===== src/rtl/kme_pkg.sv =====
package kme_pkg;

  typedef logic [7:0] evcode_t;

  // Event byte: {release, row[2:0], column+1}
  function automatic evcode_t make_code(logic [2:0] row, logic [3:0] col, logic release_ev);
    return {release_ev, row, col + 4'd1};
  endfunction

  // Row dwell limit in clocks minus one
  function automatic logic [7:0] dwell_limit(logic [6:0] rate, logic halve);
    return halve ? {rate, 1'b1} : {1'b0, rate};
  endfunction

endpackage


===== src/rtl/kme_scan.sv =====
module kme_scan #(
  parameter int ROWS   = 8,
  parameter int COLS   = 12,
  parameter int RATE_W = 7
) (
  input  logic                 clk,
  input  logic                 rst_n,
  input  logic [ROWS-1:0]      row_en,
  input  logic [COLS-1:0]      col_en,
  input  logic [RATE_W-1:0]    rate,
  input  logic                 half_rate,
  input  logic                 hold,
  input  logic [COLS-1:0]      sense_col,
  output logic [ROWS-1:0]      drive_row,
  output logic [ROWS*COLS-1:0] frame,
  output logic                 frame_done
);
  localparam int RIW   = $clog2(ROWS);
  localparam int DIV_W = RATE_W + 1;
  localparam int N     = ROWS * COLS;

  logic [DIV_W-1:0] div_cnt;
  logic [DIV_W-1:0] div_lim;
  logic [RIW-1:0]   row_idx;
  logic [N-1:0]     acc;
  logic             tick;

  always_comb begin
    div_lim = half_rate ? {rate, 1'b1} : {1'b0, rate};
    tick    = !hold && (div_cnt == div_lim);
  end

  for (genvar g = 0; g < ROWS; g++) begin : g_drive
    assign drive_row[g] = (row_idx == RIW'(g)) && row_en[g];
  end

  always_ff @(posedge clk or negedge rst_n) begin
    if (!rst_n) begin
      div_cnt    <= '0;
      row_idx    <= '0;
      acc        <= '0;
      frame_done <= 1'b0;
    end else begin
      frame_done <= 1'b0;
      if (tick) begin
        div_cnt <= '0;
        acc[row_idx*COLS +: COLS] <= row_en[row_idx] ? (sense_col & col_en) : '0;
        if (row_idx == RIW'(ROWS-1)) begin
          row_idx    <= '0;
          frame_done <= 1'b1;
        end else begin
          row_idx <= row_idx + 1'b1;
        end
      end else if (!hold) begin
        div_cnt <= div_cnt + 1'b1;
      end
    end
  end

  assign frame = acc;

endmodule


===== src/rtl/kme_detect.sv =====
module kme_detect
  import kme_pkg::*;
#(
  parameter int ROWS = 8,
  parameter int COLS = 12
) (
  input  logic                 clk,
  input  logic                 rst_n,
  input  logic [ROWS*COLS-1:0] frame,
  input  logic                 frame_done,
  output logic                 push,
  output evcode_t              code,
  output logic                 pending_any,
  output logic                 ghost_hit,
  output logic                 any_held
);
  localparam int N = ROWS * COLS;

  logic [N-1:0] prev_frame;
  logic [N-1:0] key_state;
  logic [N-1:0] pending;
  int unsigned  idx;

  // Two rows sharing two or more closed columns form a rectangle
  function automatic logic has_rect(logic [N-1:0] f);
    logic hit;
    hit = 1'b0;
    for (int r1 = 0; r1 < ROWS; r1++) begin
      for (int r2 = r1 + 1; r2 < ROWS; r2++) begin
        if ($countones(f[r1*COLS +: COLS] & f[r2*COLS +: COLS]) >= 2) hit = 1'b1;
      end
    end
    return hit;
  endfunction

  function automatic int unsigned first_set(logic [N-1:0] v);
    int unsigned pos;
    pos = 0;
    for (int i = N - 1; i >= 0; i--) begin
      if (v[i]) pos = i;
    end
    return pos;
  endfunction

  always_comb begin
    ghost_hit   = frame_done && has_rect(frame);
    pending_any = |pending;
    any_held    = |key_state;
    idx         = first_set(pending);
    push        = pending_any;
    code        = make_code(3'(idx / COLS), 4'(idx % COLS), key_state[idx]);
  end

  always_ff @(posedge clk or negedge rst_n) begin
    if (!rst_n) begin
      prev_frame <= '0;
      key_state  <= '0;
      pending    <= '0;
    end else if (frame_done) begin
      prev_frame <= frame;
      pending    <= ~(frame ^ prev_frame) & (frame ^ key_state) & {N{~ghost_hit}};
    end else if (pending_any) begin
      pending[idx]   <= 1'b0;
      key_state[idx] <= ~key_state[idx];
    end
  end

endmodule


===== src/rtl/kme_fifo.sv =====
module kme_fifo #(
  parameter int DEPTH = 8,
  parameter int W     = 8
) (
  input  logic         clk,
  input  logic         rst_n,
  input  logic         push,
  input  logic [W-1:0] din,
  input  logic         pop,
  output logic [W-1:0] dout,
  output logic         nempty,
  output logic         ovf
);
  localparam int PW = $clog2(DEPTH);
  localparam int CW = $clog2(DEPTH + 1);

  logic [W-1:0]  mem [DEPTH];
  logic [PW-1:0] wr_ptr, rd_ptr;
  logic [CW-1:0] count;
  logic          pop_ok, push_ok;

  always_comb begin
    pop_ok  = pop && (count != '0);
    push_ok = push && ((count != CW'(DEPTH)) || pop_ok);
    nempty  = (count != '0);
    dout    = mem[rd_ptr];
  end

  always_ff @(posedge clk) begin
    if (push_ok) mem[wr_ptr] <= din;
  end

  always_ff @(posedge clk or negedge rst_n) begin
    if (!rst_n) begin
      wr_ptr <= '0;
      rd_ptr <= '0;
      count  <= '0;
      ovf    <= 1'b0;
    end else begin
      if (push_ok) wr_ptr <= (wr_ptr == PW'(DEPTH-1)) ? '0 : wr_ptr + 1'b1;
      if (pop_ok)  rd_ptr <= (rd_ptr == PW'(DEPTH-1)) ? '0 : rd_ptr + 1'b1;
      if (push_ok && !pop_ok)      count <= count + 1'b1;
      else if (pop_ok && !push_ok) count <= count - 1'b1;
      if (push && !push_ok) ovf <= 1'b1;
    end
  end

endmodule


===== src/rtl/keymatrix_encoder.sv =====
module keymatrix_encoder
  import kme_pkg::*;
#(
  parameter int ROWS   = 8,
  parameter int COLS   = 12,
  parameter int DEPTH  = 8,
  parameter int RATE_W = 7
) (
  input  logic              clk,
  input  logic              rst_n,
  input  logic [ROWS-1:0]   row_en,
  input  logic [COLS-1:0]   col_en,
  input  logic [RATE_W-1:0] scan_rate,
  input  logic              half_rate,
  input  logic [COLS-1:0]   sense_col,
  output logic [ROWS-1:0]   drive_row,
  input  logic              rd_strobe,
  output logic [7:0]        code_out,
  output logic              fifo_nempty,
  output logic              fifo_ovf,
  output logic              event_req,
  output logic              idle
);
  localparam int N = ROWS * COLS;

  logic [N-1:0] frame;
  logic         frame_done;
  logic         push;
  evcode_t      code;
  logic         pending_any;
  logic         ghost_hit;
  logic         any_held;

  kme_scan #(.ROWS(ROWS), .COLS(COLS), .RATE_W(RATE_W)) scan_i (
    .clk        (clk),
    .rst_n      (rst_n),
    .row_en     (row_en),
    .col_en     (col_en),
    .rate       (scan_rate),
    .half_rate  (half_rate),
    .hold       (pending_any),
    .sense_col  (sense_col),
    .drive_row  (drive_row),
    .frame      (frame),
    .frame_done (frame_done)
  );

  kme_detect #(.ROWS(ROWS), .COLS(COLS)) detect_i (
    .clk         (clk),
    .rst_n       (rst_n),
    .frame       (frame),
    .frame_done  (frame_done),
    .push        (push),
    .code        (code),
    .pending_any (pending_any),
    .ghost_hit   (ghost_hit),
    .any_held    (any_held)
  );

  kme_fifo #(.DEPTH(DEPTH), .W(8)) fifo_i (
    .clk    (clk),
    .rst_n  (rst_n),
    .push   (push),
    .din    (code),
    .pop    (rd_strobe),
    .dout   (code_out),
    .nempty (fifo_nempty),
    .ovf    (fifo_ovf)
  );

  assign event_req = fifo_nempty;
  assign idle      = !any_held && !fifo_nempty;

endmodule


===== config.mk =====
export PLATFORM = sky130hd
export DESIGN_NAME = keymatrix_encoder
export DESIGN_NICKNAME = d
export VERILOG_FILES = /design/src/rtl/kme_pkg.sv /design/src/rtl/kme_scan.sv /design/src/rtl/kme_detect.sv /design/src/rtl/kme_fifo.sv /design/src/rtl/keymatrix_encoder.sv
export SDC_FILE = /design/constraint.sdc
export NUM_CORES = 2
export LEC_CHECK = 0
export ABC_AREA = 1
export ABC_CLOCK_PERIOD_IN_PS = 8650
export BUFFER_PORTS_ARGS = -buffer_cell sky130_fd_sc_hd__buf_2
export CAP_MARGIN = 10
export CORE_MARGIN = 5
export CORE_UTILIZATION = 61
export CTS_CLUSTER_DIAMETER = 50
export DETAILED_ROUTE_END_ITERATION = 6
export PLACE_DENSITY = 0.78
export SYNTH_ARGS = -nofsm -noshare
export SYNTH_HDL_FRONTEND = slang
export SYNTH_SLANG_ARGS = --single-unit

===== constraint.sdc =====
create_clock -name clk -period 8.65 [get_ports clk]
set_input_delay 0.865 -clock clk [delete_from_list [all_inputs] [get_ports clk]]
set_output_delay 0.865 -clock clk [all_outputs]
set_load 0.01 [all_outputs]

## Word level (Yosys, flattened, before mapping)

Memories as Yosys holds them, arrays and structs flattened.
Cells that the tools add are included.

- Register bits: 407
- Memory bits (writable): 64
- Input bits: 43
- Output and inout bits: 20
- Word-level logic and storage cells: 592
- Memories kept: 1

- Add/subtract/negate cells: 316
- $mul: 1
- Div/mod/pow operators: 2
- Order comparisons: 31
- Eq/ne operators: 12
- Shift operators: 2
- Muxes and demuxes: 147
- Bitwise operators: 39
- Reductions and logical operators: 30

Memory list:

| name | depth | width | rd ports | clocked after memory_dff | wr ports | line | RTL |
|---|---|---|---|---|---|---|---|
| fifo_i.mem | 8 | 8 | 1 | 0 | 1 | kme_fifo.sv:17 | `logic [W-1:0] mem [DEPTH];` |

Operators with widths:

| kind | number |
|---|---|
| adder 32 bit | 140 |
| greater-or-equal comparator 32 x 3 -> 1 bit (second input constant) | 28 |
| two-way mux 7 bit | 96 |
| AND 12 bit | 29 |
| adder 1 x 1 -> 2 bit | 168 |
| AND 96 bit | 3 |
| bitwise mux 96 bit | 2 |
| two-way mux 96 bit | 2 |
| NOT 96 bit | 2 |
| OR reduction 96 bit | 2 |
| bitwise XOR 96 bit | 2 |
| variable shift 12 x 34 -> 96 bit (first input constant) | 1 |
| variable part select 12 x 34 -> 96 bit | 1 |
| two-way mux 1 bit | 35 |
| negator 7 -> 34 bit | 1 |
| divider 32 x 4 -> 32 bit (second input constant) | 1 |
| remainder unit 32 x 4 -> 32 bit (second input constant) | 1 |
| two-way mux 8 bit | 3 |
| equality test 3 bit (second input constant) | 6 |
| logical AND 1 bit | 17 |
| two-way mux 12 bit | 1 |
| adder 3 x 1 -> 3 bit (second input constant) | 3 |
| two-way mux 3 bit | 3 |
| adder 4 x 1 -> 4 bit (second input constant) | 2 |
| 22 further kinds | 31 |

## Longest topological paths before layout

- Depth after elaboration: 104
- Depth in mapped cells: 111

## By module

A second synthesis with hierarchy kept.

- Cell total of the unflattened synthesis: 4875
- Area, all modules: 35903.2 um2

Modules (own cells, without submodules):

| module | instances | cells each | area an instance (um2) | sequential area each (um2) |
|---|---|---|---|---|
| kme_detect | 1 | 3558 | 25888.6 | 7206.9 |
| kme_scan | 1 | 945 | 6540.0 | 2702.6 |
| kme_fifo | 1 | 370 | 3463.3 | 2197.1 |
| keymatrix_encoder | 1 | 2 | 11.3 | 0.0 |

## Worst setup path after synthesis

Ideal clock, no wire load.

- Path type: register -> register
- Start point: reg detect_i.pending[93]
- End point: mem fifo_i.mem[0][7] (data pin)
- Library setup time: 0.308 ns
- Arrival time: 5.706 ns
- Data required time: 8.342 ns
- Setup slack: 2.636 ns
- Stages on the path, launching flop included: 107
- Path buffers: 2
- Cells stage by stage: dfrtp_1 -> inv_1 -> nand2_1 -> nand2_1 -> nand2_1 -> nand2_1 -> nand2_1 -> nand2_1 -> nand2_1 -> nand2_1 -> nand2_1 -> nand2_1 -> nand2_1 -> nand2_1 -> nand2_1 -> nand2_1 -> nand2_1 -> nand2_1 -> (+71 left out) -> nand2_1 -> nand2_1 -> nand2_1 -> nand2_1 -> nand2_1 -> nand2_4 -> nand2_8 -> buf_2 -> nand3b_1 -> o21ai_1 -> nor2_1 -> nand2_1 -> nand2_1 -> nand2_1 -> inv_2 -> nand2_2 -> buf_1 -> nand3_1

- Word-level cells in the longest chain between the ends: 96

RTL lines:

| element | line | RTL |
|---|---|---|
| start: declaration | kme_detect.sv:21 | `logic [N-1:0] pending;` |
| start signal: assignment | kme_detect.sv:61 | `pending <= ~(frame ^ prev_frame) & (frame ^ key_state) & {N{~ghost_hit}};` |
| two-way mux 7 bit (94 in series) | kme_detect.sv:40 | `if (v[i]) pos = i;` |
| binary-select mux 1 bit (select 7 bit) | kme_detect.sv:51 | `code = make_code(3'(idx / COLS), 4'(idx % COLS), key_state[idx]);` |
| two-way mux 1 bit (not written as such) | kme_detect.sv:51 |  |
| net code[7] | keymatrix_encoder.sv:29 | `evcode_t code;` |
| end: declaration | kme_fifo.sv:17 |  |

The timed path passes the listed nets, and every way through them passes these cells. The select of a mux whose other input is x is not followed.

## Worst setup path in the final report

- Start point: reg detect_i.pending[94]
- End point: reg detect_i.key_state[49]

- Word-level cells in the longest chain between the ends: 100
- Elaborated cells on any way between the ends: 106

RTL lines:

| element | line | RTL |
|---|---|---|
| two-way mux 7 bit (95 in series) | kme_detect.sv:40 |  |
| less-than comparator 7 x 8 -> 1 bit (not written as such) or greater-or-equal comparator 7 x 1 -> 1 bit (tied branches) | kme_detect.sv:64 | `key_state[idx] <= ~key_state[idx];` |
| logical AND 1 bit (not written as such) | kme_detect.sv:64 |  |
| two-way mux 1 bit (not written as such) | kme_detect.sv:64 |  |
| demux 1 bit (select 7 bit) | - |  |
| bitwise mux 96 bit | kme_detect.sv:64 |  |
| end signal: indexed assignment | kme_detect.sv:64 |  |
| end: declaration | kme_detect.sv:20 | `logic [N-1:0] key_state;` |

Several ways; a longest one is shown, not always the timed one. The select of a mux whose other input is x is not followed.
A chain may end at the register's enable or synchronous reset.

==> summary.md <==
| Metric | Value |
|---|---|
| Status | `finished clean` |
| Port bufs | `between 60 and 70` |
| Synthesis Warnings | `0` |
| CTS buffer count | `between 50 and 60` |
| Pwr/cell area | `196.1 mW/mm2` |
| RSZ-0062 raised after global routing | `false` |
| Antenna-violating nets left | `0` |
| Critical setup path kind | `flip-flop to flip-flop` |
| DR vias | `between 30000 and 40000` |
| Most common flop cell mapped by yosys | `dfrtp_1` |
| Fmax | `~130 MHz` |
| CTS Hold Bufs | `0` |
| Clock buffer depth | `3` |
| GPL Wtd Cong | `between 1 and 1.5` |
| Worst Hold Class | `input pin to asynchronous set/reset pin` |
| Tot Pwr | `7.830 mW` |
| Max FO, Critical Path | `46` |
| Global-route wire length before repair | `approximately 200000 um` |
| Max-slew violations | `0` |
| Final hold viol count | `0` |
| Leak pwr | `22.64 nW` |
| Core Box Area | `between 0.06 and 0.07 mm2` |
| Fin crit share | `0.8712` |
| Most used cell, CP | `nand2_1` |
| Worst Setup SP | `detect_i.pending[94]` |
| Reg clk slew, reported paths | `70 ps` |
| Setup TNS | `0 ps` |
| Max Cap Viol | `0` |
| Reg2Reg Setup Slack | `between 1000 and 1500 ps` |
| Share of layout cells above drive strength 1 | `0.04642` |
| Root Buffer | `clkbuf_16` |
| Buffers & Inverters on Critical Path | `4` |
| Max incr delay on CP | `about 400 ps` |
| Detailed router's first-iteration violation count | `4668` |
| Seq cells post-synth | `between 400 and 500` |
| Syn Nets | `between 5000 and 6000` |
| Largest net degree at the start of global routing | `170` |
| VDD IR max | `between 200 and 250 uV` |
| Initial Util | `0.6172` |
| Vias in the first global route | `32400` |
| Drt pass-1 iters | `6` |
| R2R Path Start | `detect_i.pending[94]` |
| Wire per inst | `23.23 um` |
| FF-to-FF End | `detect_i.key_state[49]` |
| Die area | `0.06635 mm2` |
| Die X | `approximately 260 um` |
| Number of synthesized flops with an enable pin | `64` |
| Residual DRC | `0` |
| GRT overflow | `0` |
| Synth Instances | `approximately 4900` |
| Tmin final | `roughly 7500 ps` |
| # H-tree levels | `2` |
| Worst EP required | `between 9000 and 10000 ps` |
| Asr flop ratio synth | `0.8641` |
| Vias per inst | `6.155` |
| Startpoint Class | `flip-flop` |
| Routed WL | `130300 um` |
| CTS tree | `done` |
| Area Overhead vs Synth | `6.792%` |
| Filler Cell Count | `around 5200` |
| HPWL after DPL | `about 96000 um` |
| Worst skew pair latency | `620 ps` |
| Worst Path Arrival | `slightly above 8000 ps` |
| Rows | `90` |
| Crit-path leading delay family | `simple AND/OR/NAND/NOR gates` |
| Worst r2r path cells | `~110` |
| Final setup violation count | `0` |
| Slew @ Worst Pin | `1324 ps` |
| Clock skew | `approximately 32 ps` |
| CTS sink cnt | `roughly 470` |
| CP max-delay cell | `buf_4` |
| CP Capture Type | `flip-flop` |
| Cell Area, Synth | `0.03739 mm2` |
| Total GRT Usage | `0.3856` |
| Worst slew margin | `0.1089` |
| Nets | `5327` |
| Register area share after synthesis | `0.3238` |
| Initial antenna violation count | `4` |
| Avg Inst Size Synth | `7.675 um2` |
| Post-synthesis cell type count | `54` |
| Die H | `about 260 um` |
| Ports | `63` |
| Final Util | `0.6591` |
[power breakdown]
group | internal, mW | switching (mW) | total, mW
Combinational | 0.841 | 1.81 | 2.65
Sequential | 2.37 | 0.470 | 2.84
Clock | 1.37 | 0.968 | 2.33
Total | 4.58 | 3.25 | 7.83
[cells by family after synthesis]
logic type	after synthesis	synth area share
muxes	5	0.001338
DFF	471	0.3238
and+or+nand+nor	1976	0.2263
adders and majority gates	498	0.2064
buffers and inverters	1224	0.1259
xor gates and xnor gates	14	0.003279
AOI/OAI and AO/OA	684	0.1131
[repair_timing]
item / 4_1_cts / 5_1_grt
buffers inserted: 0 / 0
resized for setup: 0 / 5
endpoints found under the setup margin: 0 / 104
[cell usage after synthesis, drive strengths merged (43+ instances only)]
master / count / area (um2)
a21oi: 43 / 215.2
inv: 962 / 3611
nand2: 1099 / 4159
nand4: 164 / 1026
buf: 48 / 292.8
o31ai: 79 / 593.1
dfrtp: 407 / 10180
edfxtp: 64 / 1922
a32o: 70 / 700.7
fa: 198 / 3964
nand3: 167 / 835.8
clkbuf: 208 / 780.8
ha: 300 / 3754
nor2: 364 / 1369
o21ai: 376 / 1889
nor3: 71 / 355.3
nor4: 90 / 563.0
[worst max path at each step]
| stage | to | slack (ps) | cells after the start |
|---|---|---|---|
| 2_1_floorplan | fifo_i.mem[0][7] | 2640 | 106 |
| 3_3_place_gp | fifo_i.mem[2][7] | 940 | 104 |
| 3_5_place_dp | detect_i.key_state[7] | 900 | 108 |
| 4_1_cts | detect_i.key_state[53] | 830 | 108 |
| 5_1_grt | detect_i.key_state[53] | 40 | 109 |
| 6_report | detect_i.key_state[49] | 1110 | 109 |
[worst register-to-register path, delay by kind of cell, from the launching register on]
family	cells	cell delay [ps]
flops	1	370
buf+inv	4	850
simple gates	105	6190
[cell usage in the layout, fill, tap and decap left out, types with 9 or more instances in the layout]
| cell type | instances |
|---|---|
| nand2_1 | 1092 |
| nor4_1 | 90 |
| nand3_1 | 167 |
| a21oi_1 | 42 |
| a31oi_1 | 17 |
| buf_2 | 61 |
| nor2_1 | 358 |
| xor2_1 | 11 |
| nand4_1 | 164 |
| nand3b_1 | 15 |
| nor3_1 | 71 |
| o31ai_1 | 79 |
| edfxtp_1 | 64 |
| a211oi_1 | 24 |
| o21ai_0 | 370 |
| ha_1 | 300 |
| buf_4 | 50 |
| clkbuf_16 | 51 |
| o22ai_1 | 35 |
| o211ai_1 | 14 |
| inv_1 | 958 |
| dfrtp_1 | 406 |
| a32o_1 | 70 |
| clkbuf_1 | 9 |
| fa_1 | 198 |
[layout make-up]
type	instances	area, um2	share of cell area
multi-input combinational	3178	20660	0.5173
inverter	968	3638	0.09111
sequential	471	12110	0.3033
tap	782	978.4	0.02450
timing repair buffer	116	758.2	0.01899
clock buffer	66	1393	0.03487
clock inverter	26	386.6	0.009682
antenna	4	10.01	0.0002507
[through the flow]
step / setup slack (ps) / hold WS, ps / std cells / area (um2)
3_3_place_gp: 937.5 / 457.9 / 5514 / 38110
6_report: 1114 / 223.5 / 5611 / 39930
5_1_grt: 41.34 / 268.8 / 5607 / 39920
2_1_floorplan: 2636 / 463.8 / 4872 / 37390
3_5_place_dp: 903.4 / 465.2 / 5514 / 38110
4_1_cts: 829.0 / 254.8 / 5606 / 39890
[sequential cells by signal, indices dropped and copies added (netlist names), 4 cells and up]
name                 count
fifo_i.mem              64
scan_i.div_cnt           8
fifo_i.count             4
detect_i.pending        96
detect_i.prev_frame     96
scan_i.frame            96
detect_i.key_state      96
[routing by layer]
| layer | part of all wire | vias up | track usage |
|---|---|---|---|
| li1 | - | 15510 | - |
| met1 | 0.36 | 16260 | 0.5094 |
| met2 | 0.41 | 2238 | 0.5600 |
| met3 | 0.14 | 525 | 0.1174 |
| met4 | 0.082 | 4 | 0.2369 |
| met5 | 0.00021 | - | 0 |
No activity file was read; power rests on OpenSTA's default activity.
